[config.mk]
export PLATFORM = sky130hd
export DESIGN_NAME = i2c_byte_arb
export DESIGN_NICKNAME = d
export VERILOG_FILES = /design/src/rtl/iba_pkg.sv /design/src/rtl/iba_bitctr.sv /design/src/rtl/iba_shift.sv /design/src/rtl/iba_arb.sv /design/src/rtl/i2c_byte_arb.sv
export SDC_FILE = /design/constraint.sdc
export NUM_CORES = 1
export LEC_CHECK = 0
export BUFFER_PORTS_ARGS = -buffer_cell sky130_fd_sc_hd__buf_2
export CELL_PAD_IN_SITES_DETAIL_PLACEMENT = 1
export CELL_PAD_IN_SITES_GLOBAL_PLACEMENT = 2
export CORE_AREA = 2 2 69 71
export DETAILED_ROUTE_END_ITERATION = 16
export DIE_AREA = 0 0 71 73
export PLACE_DENSITY_LB_ADDON = 0.1
export RECOVER_POWER = 100
export SLEW_MARGIN = 5
export SYNTH_ARGS = -nofsm -noshare
export SYNTH_HDL_FRONTEND = slang
export SYNTH_SLANG_ARGS = --single-unit
[constraint.sdc]
create_clock -name clk -period 2.2 [get_ports clk]
set_input_delay 0.33 -clock clk [delete_from_list [all_inputs] [get_ports clk]]
set_output_delay 0.33 -clock clk [all_outputs]
set_load 0.05 [all_outputs]
[src/rtl/iba_pkg.sv]
package iba_pkg;

    typedef enum logic [1:0] {
        MODE_MTX = 2'd0,
        MODE_MRX = 2'd1,
        MODE_SRX = 2'd2
    } iba_mode_e;

    typedef struct packed {
        logic data;   // a data bit position
        logic last;   // the acknowledge position
    } iba_slot_s;

    // open-drain drive for a bit value: logic 0 pulls low
    function automatic logic pull_for(input logic bit_val);
        return ~bit_val;
    endfunction

    // drive level for the acknowledge slot of a given mode
    function automatic logic ack_pull(input iba_mode_e m, input logic nack_sel);
        return (m == MODE_MRX) ? ~nack_sel : 1'b0;
    endfunction

endpackage

[src/rtl/iba_bitctr.sv]
module iba_bitctr #(
    parameter int DATA_W = 8,
    localparam int CW = $clog2(DATA_W + 1)
) (
    input  logic          clk,
    input  logic          rst,
    input  logic          load,
    input  logic          adv,
    input  logic          finish,
    output logic          active,
    output logic [CW-1:0] cnt,
    output logic          last,
    output logic          pre_last
);
    always_ff @(posedge clk) begin
        if (rst) begin
            active <= 1'b0;
            cnt    <= '0;
        end else if (load) begin
            active <= 1'b1;
            cnt    <= '0;
        end else if (finish) begin
            active <= 1'b0;
        end else if (adv) begin
            cnt <= cnt + CW'(1);
        end
    end

    assign last     = (cnt == CW'(DATA_W));
    assign pre_last = (cnt == CW'(DATA_W - 1));
endmodule

[src/rtl/iba_shift.sv]
module iba_shift #(
    parameter int DATA_W = 8
) (
    input  logic              clk,
    input  logic              rst,
    input  logic              load,
    input  logic [DATA_W-1:0] tx_in,
    input  logic              adv,
    input  logic              cap,
    input  logic              sda,
    output logic              next_bit,
    output logic [DATA_W-1:0] rx_q
);
    logic [DATA_W-1:0] tx_q;

    always_ff @(posedge clk) begin
        if (rst) begin
            tx_q <= '0;
            rx_q <= '0;
        end else begin
            if (load)
                tx_q <= tx_in;
            else if (adv)
                tx_q <= {tx_q[DATA_W-2:0], 1'b0};
            if (cap)
                rx_q <= {rx_q[DATA_W-2:0], sda};
        end
    end

    // the bit that goes on the bus after the coming shift
    assign next_bit = tx_q[DATA_W-2];
endmodule

[src/rtl/iba_arb.sv]
module iba_arb
    import iba_pkg::*;
(
    input  logic      clk,
    input  logic      rst,
    input  logic      load,
    input  iba_mode_e load_mode,
    input  logic      clr,
    input  iba_slot_s rise_slot,
    input  logic      oe,
    input  logic      sda,
    output iba_mode_e mode,
    output logic      arb_lost,
    output logic      nack_lost
);
    logic tx_lost;

    // a released bit that reads low was overruled by another master
    assign tx_lost   = rise_slot.data & (mode == MODE_MTX) & ~oe & ~sda;
    assign nack_lost = rise_slot.last & (mode == MODE_MRX) & ~oe & ~sda;

    always_ff @(posedge clk) begin
        if (rst) begin
            mode     <= MODE_MTX;
            arb_lost <= 1'b0;
        end else begin
            if (load)
                mode <= load_mode;
            else if (tx_lost | nack_lost)
                mode <= MODE_SRX;

            if (tx_lost | nack_lost)
                arb_lost <= 1'b1;
            else if (clr)
                arb_lost <= 1'b0;
        end
    end
endmodule

[src/rtl/i2c_byte_arb.sv]
module i2c_byte_arb
    import iba_pkg::*;
#(
    parameter int DATA_W = 8
) (
    input  logic              clk,
    input  logic              rst,
    input  logic              start_i,
    input  logic              clr_i,
    input  logic [DATA_W-1:0] tx_byte_i,
    input  logic              rd_mode_i,
    input  logic              nack_i,
    input  logic              scl_rise_i,
    input  logic              scl_fall_i,
    input  logic              sda_in_i,
    output logic              sda_oe_o,
    output logic [DATA_W-1:0] rx_byte_o,
    output logic              ack_rx_o,
    output logic              arb_lost_o,
    output logic [1:0]        mode_o,
    output logic              done_o,
    output logic              hold_scl_o
);
    localparam int CW = $clog2(DATA_W + 1);

    logic          active, last, pre_last;
    logic [CW-1:0] cnt;
    logic          start_ok, nack_lost, next_bit, nack_lat;
    iba_slot_s     rise_slot, fall_slot;
    iba_mode_e     mode, load_mode;
    logic          finish;

    assign start_ok       = start_i & ~active;
    assign rise_slot.data = scl_rise_i & active & ~last;
    assign rise_slot.last = scl_rise_i & active & last;
    assign fall_slot.data = scl_fall_i & active & ~last;
    assign fall_slot.last = scl_fall_i & active & last;
    assign load_mode      = rd_mode_i ? MODE_MRX : MODE_MTX;
    assign finish         = fall_slot.last | nack_lost;

    iba_bitctr #(.DATA_W(DATA_W)) u_ctr (
        .clk      (clk),
        .rst      (rst),
        .load     (start_ok),
        .adv      (fall_slot.data),
        .finish   (finish),
        .active   (active),
        .cnt      (cnt),
        .last     (last),
        .pre_last (pre_last)
    );

    iba_shift #(.DATA_W(DATA_W)) u_shift (
        .clk      (clk),
        .rst      (rst),
        .load     (start_ok),
        .tx_in    (tx_byte_i),
        .adv      (fall_slot.data),
        .cap      (rise_slot.data),
        .sda      (sda_in_i),
        .next_bit (next_bit),
        .rx_q     (rx_byte_o)
    );

    iba_arb u_arb (
        .clk       (clk),
        .rst       (rst),
        .load      (start_ok),
        .load_mode (load_mode),
        .clr       (clr_i),
        .rise_slot (rise_slot),
        .oe        (sda_oe_o),
        .sda       (sda_in_i),
        .mode      (mode),
        .arb_lost  (arb_lost_o),
        .nack_lost (nack_lost)
    );

    always_ff @(posedge clk) begin
        if (rst) begin
            sda_oe_o <= 1'b0;
            done_o   <= 1'b0;
            ack_rx_o <= 1'b0;
            nack_lat <= 1'b0;
        end else begin
            if (start_ok) begin
                nack_lat <= nack_i;
                sda_oe_o <= rd_mode_i ? 1'b0 : pull_for(tx_byte_i[DATA_W-1]);
            end else if (fall_slot.data) begin
                if (pre_last)
                    sda_oe_o <= ack_pull(mode, nack_lat);
                else
                    sda_oe_o <= (mode == MODE_MTX) ? pull_for(next_bit) : 1'b0;
            end else if (finish) begin
                sda_oe_o <= 1'b0;
            end

            if (rise_slot.last)
                ack_rx_o <= ~sda_in_i;

            if (finish)
                done_o <= 1'b1;
            else if (clr_i | start_ok)
                done_o <= 1'b0;
        end
    end

    assign mode_o     = mode;
    assign hold_scl_o = done_o;
endmodule

==> results of run 1 <==
==> flip-flops by register name (all words and copies together), names as in the netlist <==
| signal | flops |
|---|---|
| done_o | 1 |
| u_shift.tx_q | 7 |
| u_arb.arb_lost | 1 |
| ack_rx_o | 1 |
| u_ctr.cnt | 4 |
| u_ctr.active | 1 |
| nack_lat | 1 |
| u_arb.mode | 2 |
| sda_oe_o | 1 |
| u_shift.rx_q | 8 |
==> power by group through the flow <==
stage / sequential [mW] / combinational (mW) / clock [mW]
floorplan: 0.549 / 0.0640 / 0
global placement: 0.538 / 0.118 / 0
detailed placement: 0.538 / 0.120 / 0
CTS: 0.526 / 0.120 / 0.299
global route: 0.530 / 0.131 / 0.318
finish: 0.527 / 0.117 / 0.289
==> cell families (layout without fill, tap and decap cells) <==
| logic type | count (synthesis) | count (layout) | share of synthesized area, % |
|---|---|---|---|
| xor gates and xnor gates | 1 | 1 | 0.709 |
| muxes | 1 | 1 | 0.810 |
| and+or+nand+nor | 59 | 59 | 24.2 |
| DFF | 27 | 27 | 43.7 |
| buffers and inverters | 19 | 46 | 6.48 |
| adders and majority gates | 2 | 2 | 2.02 |
| AOI/OAI and AO/OA | 43 | 43 | 22.1 |
==> cells in the final DEF (no fill, tap or decap), drive strengths merged, types with 2 or more instances in the layout <==
cell type and instances:
nor2b 2, clkbuf 20, or3 3, a21oi 11, nor2 17, ha 2, dfxtp 27, buf 19
o32ai 2, nand3 14, inv 7, nand3b 3, nor3 6, a2111oi 6, nand4 3, a211oi 4
nand2 5, o21ai 14, and3b 2
==> per-layer routing <==
metal	global-route usage (%)	up-vias	wire, um
li1	-	600	-
met1	16.7	569	1530
met2	25.0	20	1760
met3	2.07	7	95
met4	5.45	0	56
met5	0	-	0
==> cells in the mapped netlist (all sizes together) <==
cell type and count:
nand2b 1, or3 3, a211oi 4, nand3 14
and3 1, o21ai 14, nand3b 3, a31oi 1
a2111oi 6, o211ai 1, o2111a 1, mux2i 1
buf 6, o32ai 2, ha 2, nand4 3
clkbuf 6, nor3 6, o31ai 1, nand2 5
a21oi 11, o22ai 1, or4 1, and2 1
dfxtp 27, nor2 17, nor2b 2, xnor2 1
a2bb2oi 1, inv 7, and3b 2
==> worst paths after layout <==
| path | from | cells after the start | slack [ns] | to |
|---|---|---|---|---|
| worst max register to register | u_ctr.cnt[0] | 6 | 0.45 | u_ctr.cnt[1] |
| worst min register to register | nack_lat | 2 | 0.48 | nack_lat |
| worst min-delay path | clr_i | 2 | 0.27 | u_arb.arb_lost |
| worst max-delay path | u_ctr.cnt[0] | 6 | 0.45 | u_ctr.cnt[1] |
==> metrics by stage <==
stage	setup slack, ns	power, mW	util [%]
2_1_floorplan	0.674	0.613	-
3_3_place_gp	0.553	0.656	31.6
3_5_place_dp	0.479	0.657	31.6
4_1_cts	0.431	0.945	32.6
5_1_grt	0.295	0.979	32.1
6_report	0.454	0.932	32.1
==> final cells by class <==
type / count / share of cell area [%]
clock buffer: 4 / 3.09
inverter: 7 / 1.80
multi-input combinational: 106 / 42.2
sequential: 27 / 37.1
tap: 54 / 4.64
timing repair buffer: 35 / 11.2
==> results.toml, run 1 <==
[outcome]
status = "complete, no violations"

[global_routing]
antenna_found_initial = 0
grt.total_usage_pct = 13.9
grt_overflow = 0
grt_pass1_wl_um = 5710
grt_pass1_vias = 1249
grt_max_degree = 27

[flow_run]
max_cap_violations = 0

[route]
drt-vias-per-instance = 5.13
vias = 1196
drtPass1Iterations = 4
drc = 0
drtIter0Drc = 25
drt-wirelength-per-cell_um = 14.8
ant_nets = 0
wirelength_um = 3440

[power]
p_seq_share_pct = 56.5
irDropWorstVdd_mv = 0.198
clkPwrFrac_pct = 31.0
p_sw_mw = 0.253
comb_power_share_pct = 12.5
p_leak_nw = 0.526
p_int_mw = 0.680
p_sw_share_pct = 27.1
power_density_nw_per_um2 = 640

[floorplan]
dieWidth_um = 71
io_pins = 32
dieHeight_um = 73
rows = 25
dieArea_sq_um = 5180
core_region_area_sq_um = 4540
initial_core_util_pct = 27.3

[cts]
postCtsHoldBufs = 0
clock_sinks = 27
clockRootBuffer = "clkbuf_8"
post_cts_resized = 0
clk_pin_slew_ns = 0.09
cts_tree = "done"
insertion_delay_ns = 0.27
h-tree-depth = 1
clk_path_buf_depth = 2
cts_setup_buffers = 0
numCtsBuffers = 3

[placed_design]
port_buffers = 31
dpl_cell_area_sq_um = 1440
dp_hpwl_um = 2560
place.gp.congestion = 0.772
placed_cells = 229

[timing]
maxSlewViolCount = 0
slew_headroom_pct = 58.4
hold_viol_final = 0
worstMarginPinSlew_ns = 0.625
tns_ns = 0
timing.hold.ws_ns = 0.273
clock-skew-final_ns = 0.00272
min_period_ns = 1.75
period_share_pct = 79.4
rsz0062_at_grt = "no"
fmax_mhz = 573
setup_violations = 0

[logic_synthesis]
synth-seq-area-share_pct = 43.7
avgSynthCellArea_sq_um = 8.13
yosysTopAreaCell = "dfxtp_1"
ys_ff_latch = 27
yosys_warnings = 0
postSynthCellCount = 152
synth_nets = 171
mappedNetlistArea_sq_um = 1240
synth_top_area_share_pct = 43.7
synth_area_leaders = "dfxtp_1 44%, nand3_1 5.7%, o21ai_0 5.7%"
synthDistinctLibCells = 33

[cells_and_area]
fin_area_sq_um = 1460
areaGrowthSynthToFinish_pct = 17.9
fin_nets = 199
diodes = 0
ff_latch_area_sq_um = 541
drive_gt1_share_pct = 12.3
fillers = 557
layout.cells.non_filler = 233
multi_input_area_sq_um = 616

[worst_setup_path]
cp.arrival_ns = 1.94
cpPeakStageDelay_ns = 0.50
cp_num_buf_inv = 2
cp-end-kind = "register"
cp-start-kind = "register"
cp_data_required_time_ns = 2.39
slowest_stage = "clkbuf_1"
critPathMaxFanout = 13
path_delay_family = "buffers and inverters"
cp_cell_sequence = "inv_1 > ha_1 > nand3b_1 > clkbuf_1 > nand4_1 > a211oi_1"
path_class = "register to register"

[min_path]
hp-class = "input port to register"
Power figures use the tool's default switching activity.
==> run 2: changes to the inputs <==
Settings changed: CORE_AREA 2 2 69 71 to 2 2 72 74, DIE_AREA 0 0 71 73 to 0 0 74 76.
Clock period 2.2 ns to 1.5 ns, I/O delays scaled along.
==> results.toml, run 2 (same netlist as run 1, synthesis figures left out) <==
[worst_setup_path]
cp_cell_sequence = "inv_2 > ha_4 > and3b_2 > or4_4 > a211oi_2"
cpPeakStageDelay_ns = 0.48
cp.arrival_ns = 1.74
cp-start-kind = "register"
critPathMaxFanout = 4
cp-end-kind = "register"
cp_num_buf_inv = 1
cp_data_required_time_ns = 1.71
path_class = "register to register"
slowest_stage = "or4_4"
path_delay_family = "simple AND/OR/NAND/NOR gates"

[cells_and_area]
layout.cells.non_filler = 258
fin_nets = 208
top_regs = "u_shift.rx_q: 8 flops, u_shift.tx_q: 7 flops, u_ctr.cnt: 4 flops"
fillers = 597
final_cell_mix = "24 x dfxtp_1, 17 x nor2_1, 17 x buf_2, 14 x o21ai_0, 13 x nand3_1"
drive_gt1_share_pct = 27.1
largest-register = "u_shift.rx_q"
largest_reg_flops = 8
diodes = 0
ff_latch_area_sq_um = 544
layout_commonest_cell = "dfxtp_1"
multi_input_area_sq_um = 674
fin_area_sq_um = 1620
areaGrowthSynthToFinish_pct = 31.0

[cts]
clock_sinks = 27
h-tree-depth = 1
numCtsBuffers = 3
postCtsHoldBufs = 0
clockRootBuffer = "clkbuf_8"
insertion_delay_ns = 0.28
clk_path_buf_depth = 2
cts_tree = "done"
clk_pin_slew_ns = 0.10

[timing]
hold_viol_final = 0
slew_headroom_pct = 60.6
layout_setup_ws_ns = -0.0274
period_share_pct = 102
clock-skew-final_ns = 0.00519
fmax_mhz = 655
maxSlewViolCount = 0
rsz0062_at_grt = "yes"
setup_violations = 1
min_period_ns = 1.53
worstMarginPinSlew_ns = 0.593

[route]
drtPass1Iterations = 4
drt-vias-per-instance = 4.99
drtIter0Drc = 23
ant_nets = 0
vias = 1287
drt-wirelength-per-cell_um = 15.0
drc = 0
wirelength_um = 3860

[placed_design]
port_buffers = 31
dp_hpwl_um = 2820
place.gp.congestion = 0.753
placed_cells = 253
dpl_cell_area_sq_um = 1520

[global_routing]
antenna_found_initial = 0
grt.busiest_layer = "met2"
met2_usage_pct = 24.9
grt_max_degree = 17
grt.total_usage_pct = 14.9
grt_util_met1_pct = 18.7
grt_pass1_vias = 1370
grt_overflow = 0
grt_pass1_wl_um = 6560
grt_util_met3_pct = 2.25

[floorplan]
dieHeight_um = 76
initial_core_util_pct = 25.2
dieArea_sq_um = 5620
core_region_area_sq_um = 4910
io_pins = 32
dieWidth_um = 74
rows = 26

[outcome]
status = "finished with violations"
failed_checks = "negative setup slack"

[power]
clkPwrFrac_pct = 31.1
comb_power_share_pct = 14.5
p_sw_share_pct = 28.6
p_seq_share_pct = 54.4
p_int_mw = 1.01
irDropWorstVdd_mv = 0.310
p_sw_mw = 0.406
power_density_nw_per_um2 = 875
p_leak_nw = 0.599

[min_path]
hp-class = "input port to register"

[flow_run]
max_cap_violations = 0
run 2: changes by cell type in the layout (fill, tap and decap cells not counted), sizes merged:
cell    change
buf        +10
clkbuf      -2
clkinv      +1
run 2: what timing repair did:
action,in CTS,in global routing
pin swaps,3,7
gates resized for setup,10,11
setup buffers,1,0
endpoints found under the setup margin,7,9
run 2: final timing paths:
check	slack (ns)	to	cells past startpoint	start
hold / removal	0.15	u_arb.arb_lost	2	clr_i
setup / recovery	-0.03	u_ctr.cnt[2]	5	u_ctr.cnt[1]
setup reg to reg	-0.03	u_ctr.cnt[2]	5	u_ctr.cnt[1]
hold reg to reg	0.47	nack_lat	2	nack_lat
run 2: through the flow:
| stage | setup slack, ns | power, mW | util [%] | TNS (ns) | hold slack [ns] |
|---|---|---|---|---|---|
| 2_1_floorplan | 0.00680 | 0.899 | - | 0 | 0.343 |
| 3_3_place_gp | 0.0234 | 0.974 | 30.9 | 0 | 0.455 |
| 3_5_place_dp | -0.174 | 0.980 | 30.9 | -0.341 | 0.455 |
| 4_1_cts | -0.0481 | 1.43 | 32.5 | -0.0481 | 0.147 |
| 5_1_grt | -0.0766 | 1.50 | 33.0 | -0.359 | 0.144 |
| 6_report | -0.0274 | 1.42 | 33.0 | -0.0274 | 0.147 |
run 2: power by group through the flow:
stage	logic, mW	clock network, mW	registers, mW
final	0.205	0.440	0.771
after global routing	0.226	0.494	0.775
after CTS	0.202	0.458	0.770
after detailed placement	0.195	0	0.786
after global placement	0.189	0	0.785
after floorplan	0.0939	0	0.805
run 2: area by class of cell:
class | count | area share (%)
clock inverter | 1 | 0.309
inverter | 7 | 1.62
tap | 70 | 5.41
clock buffer | 3 | 2.55
multi-input combinational | 106 | 41.7
sequential | 27 | 33.6
timing repair buffer | 44 | 14.8
run 2: layer usage:
layer | wire, um | part of all wire (%) | vias to the layer above
met5 | 0 | 0 | -
met4 | 60 | 1.6 | 0
met3 | 128 | 3.3 | 5
met2 | 1960 | 51 | 22
met1 | 1710 | 44 | 634
li1 | - | - | 626
==> run 3: changes to the inputs <==
Settings changed: CTS_BUF_LIST set to sky130_fd_sc_hd__clkbuf_16, CTS_CLUSTER_DIAMETER set to 120.
==> results.toml, run 3 (same netlist as run 1, synthesis figures left out) <==
[outcome]
failed_checks = "negative setup slack"
status = "finished with violations"

[timing]
clock-skew-final_ns = 0.00173
period_share_pct = 101
fmax_mhz = 662
hold_viol_final = 0
slew_headroom_pct = 60.1
rsz0062_at_grt = "yes"
setup_violations = 1
layout_setup_ws_ns = -0.0110
min_period_ns = 1.51
maxSlewViolCount = 0
worstMarginPinSlew_ns = 0.601

[global_routing]
grt.total_usage_pct = 14.8
grt_overflow = 0
antenna_found_initial = 0
grt_pass1_wl_um = 6550
grt_pass1_vias = 1372
grt_max_degree = 17

[worst_setup_path]
cp-start-kind = "register"
cp_data_required_time_ns = 1.69
cp_num_buf_inv = 1
cpPeakStageDelay_ns = 0.48
path_delay_family = "simple AND/OR/NAND/NOR gates"
cp-end-kind = "register"
reg2reg_depth = 5
critical_path_depth = 5
slowest_stage = "or4_4"
cp.arrival_ns = 1.70
path_class = "register to register"
cp_cell_sequence = "inv_2 > ha_4 > and3b_2 > or4_4 > a211oi_2"
critPathMaxFanout = 4

[cells_and_area]
largest_reg_flops = 8
layout_commonest_cell = "dfxtp_1"
fin_nets = 207
top_regs = "u_shift.rx_q: 8 flops, u_shift.tx_q: 7 flops, u_ctr.cnt: 4 flops"
final_cell_mix = "24 x dfxtp_1, 17 x nor2_1, 17 x buf_2, 14 x o21ai_0"
fin_area_sq_um = 1640
largest-register = "u_shift.rx_q"
layout.cells.non_filler = 257
areaGrowthSynthToFinish_pct = 32.9
diodes = 0
drive_gt1_share_pct = 25.7

[floorplan]
dieArea_sq_um = 5620
core_region_area_sq_um = 4910
dieHeight_um = 76
io_pins = 32
initial_core_util_pct = 25.2
dieWidth_um = 74
rows = 26

[placed_design]
dp_hpwl_um = 2820
port_buffers = 31
placed_cells = 253
place.gp.congestion = 0.753
dpl_cell_area_sq_um = 1520

[cts]
clockRootBuffer = "clkbuf_16"
cts_tree = "done"
postCtsHoldBufs = 0
insertion_delay_ns = 0.27
numCtsBuffers = 3
clk_path_buf_depth = 2
clk_pin_slew_ns = 0.07
h-tree-depth = 1
clock_sinks = 27

[power]
irDropWorstVdd_mv = 0.373
power_density_nw_per_um2 = 976
p_leak_nw = 0.602

[min_path]
hp-class = "input port to register"
holdPathStages = 2

[route]
drt-vias-per-instance = 4.93
wirelength_um = 3830
drc = 0
drtIter0Drc = 25
drt-wirelength-per-cell_um = 14.9
drtPass1Iterations = 4
vias = 1267
ant_nets = 0

[flow_run]
max_cap_violations = 0
run 3: changes by cell type in the layout (fill, tap and decap cells not counted):
cell,before,now
clkbuf_16,0,3
clkbuf_2,4,2
buf_4,11,10
clkbuf_8,3,0
clkbuf_1,11,13
run 3: metal layers:
metal / global-route usage, % / part of all wire [%]
met1: 18.2 / 44
met3: 2.38 / 3.6
met2: 25.2 / 51
met4: 6.00 / 1.6
met5: 0 / 0
run 3: area by class of cell:
cell class                 count  area, sq um
clock inverter                 1         5.00
clock buffer                   3         75.1
sequential                    27          544
multi-input combinational    106          674
tap                           70         87.6
timing repair buffer          43          230
inverter                       7         26.3
fill                         590         3270
run 3: what timing repair did:
| item | in CTS | in global routing |
|---|---|---|
| setup endpoints to repair | 6 | 9 |
| setup buffers | 1 | 0 |
| gates resized for setup | 10 | 11 |
| pin swaps | 3 | 7 |
run 3: path summary, 6_finish.rpt:
check / start / to / slack, ns
setup / recovery: u_ctr.cnt[1] / u_ctr.cnt[2] / -0.01
hold / removal: clr_i / u_arb.arb_lost / 0.17
setup reg to reg: u_ctr.cnt[1] / u_ctr.cnt[2] / -0.01
hold reg to reg: nack_lat / nack_lat / 0.46
run 3: worst register-to-register path, cell delays in order (launching register included):
cell	delay [ns]
dfxtp_2	0.34
inv_2	0.05
ha_4	0.15
and3b_2	0.22
or4_4	0.48
a211oi_2	0.21
run 3: where the power goes:
group / switching, mW / internal, mW
combinational: 0.128 / 0.0763
clock: 0.267 / 0.361
sequential: 0.0241 / 0.747
run 3: stage by stage:
step                      hold slack, ns  total power, mW  TNS [ns]  util, %  worst slack [ns]
after floorplan                    0.343            0.899         0        -           0.00680
after detailed placement           0.455            0.980    -0.341     30.9            -0.174
after global placement             0.455            0.974         0     30.9            0.0234
final                              0.172             1.60   -0.0110     33.4           -0.0110
after CTS                          0.172             1.62   -0.0413     33.2           -0.0413
after global routing               0.174             1.69    -0.212     33.4           -0.0530
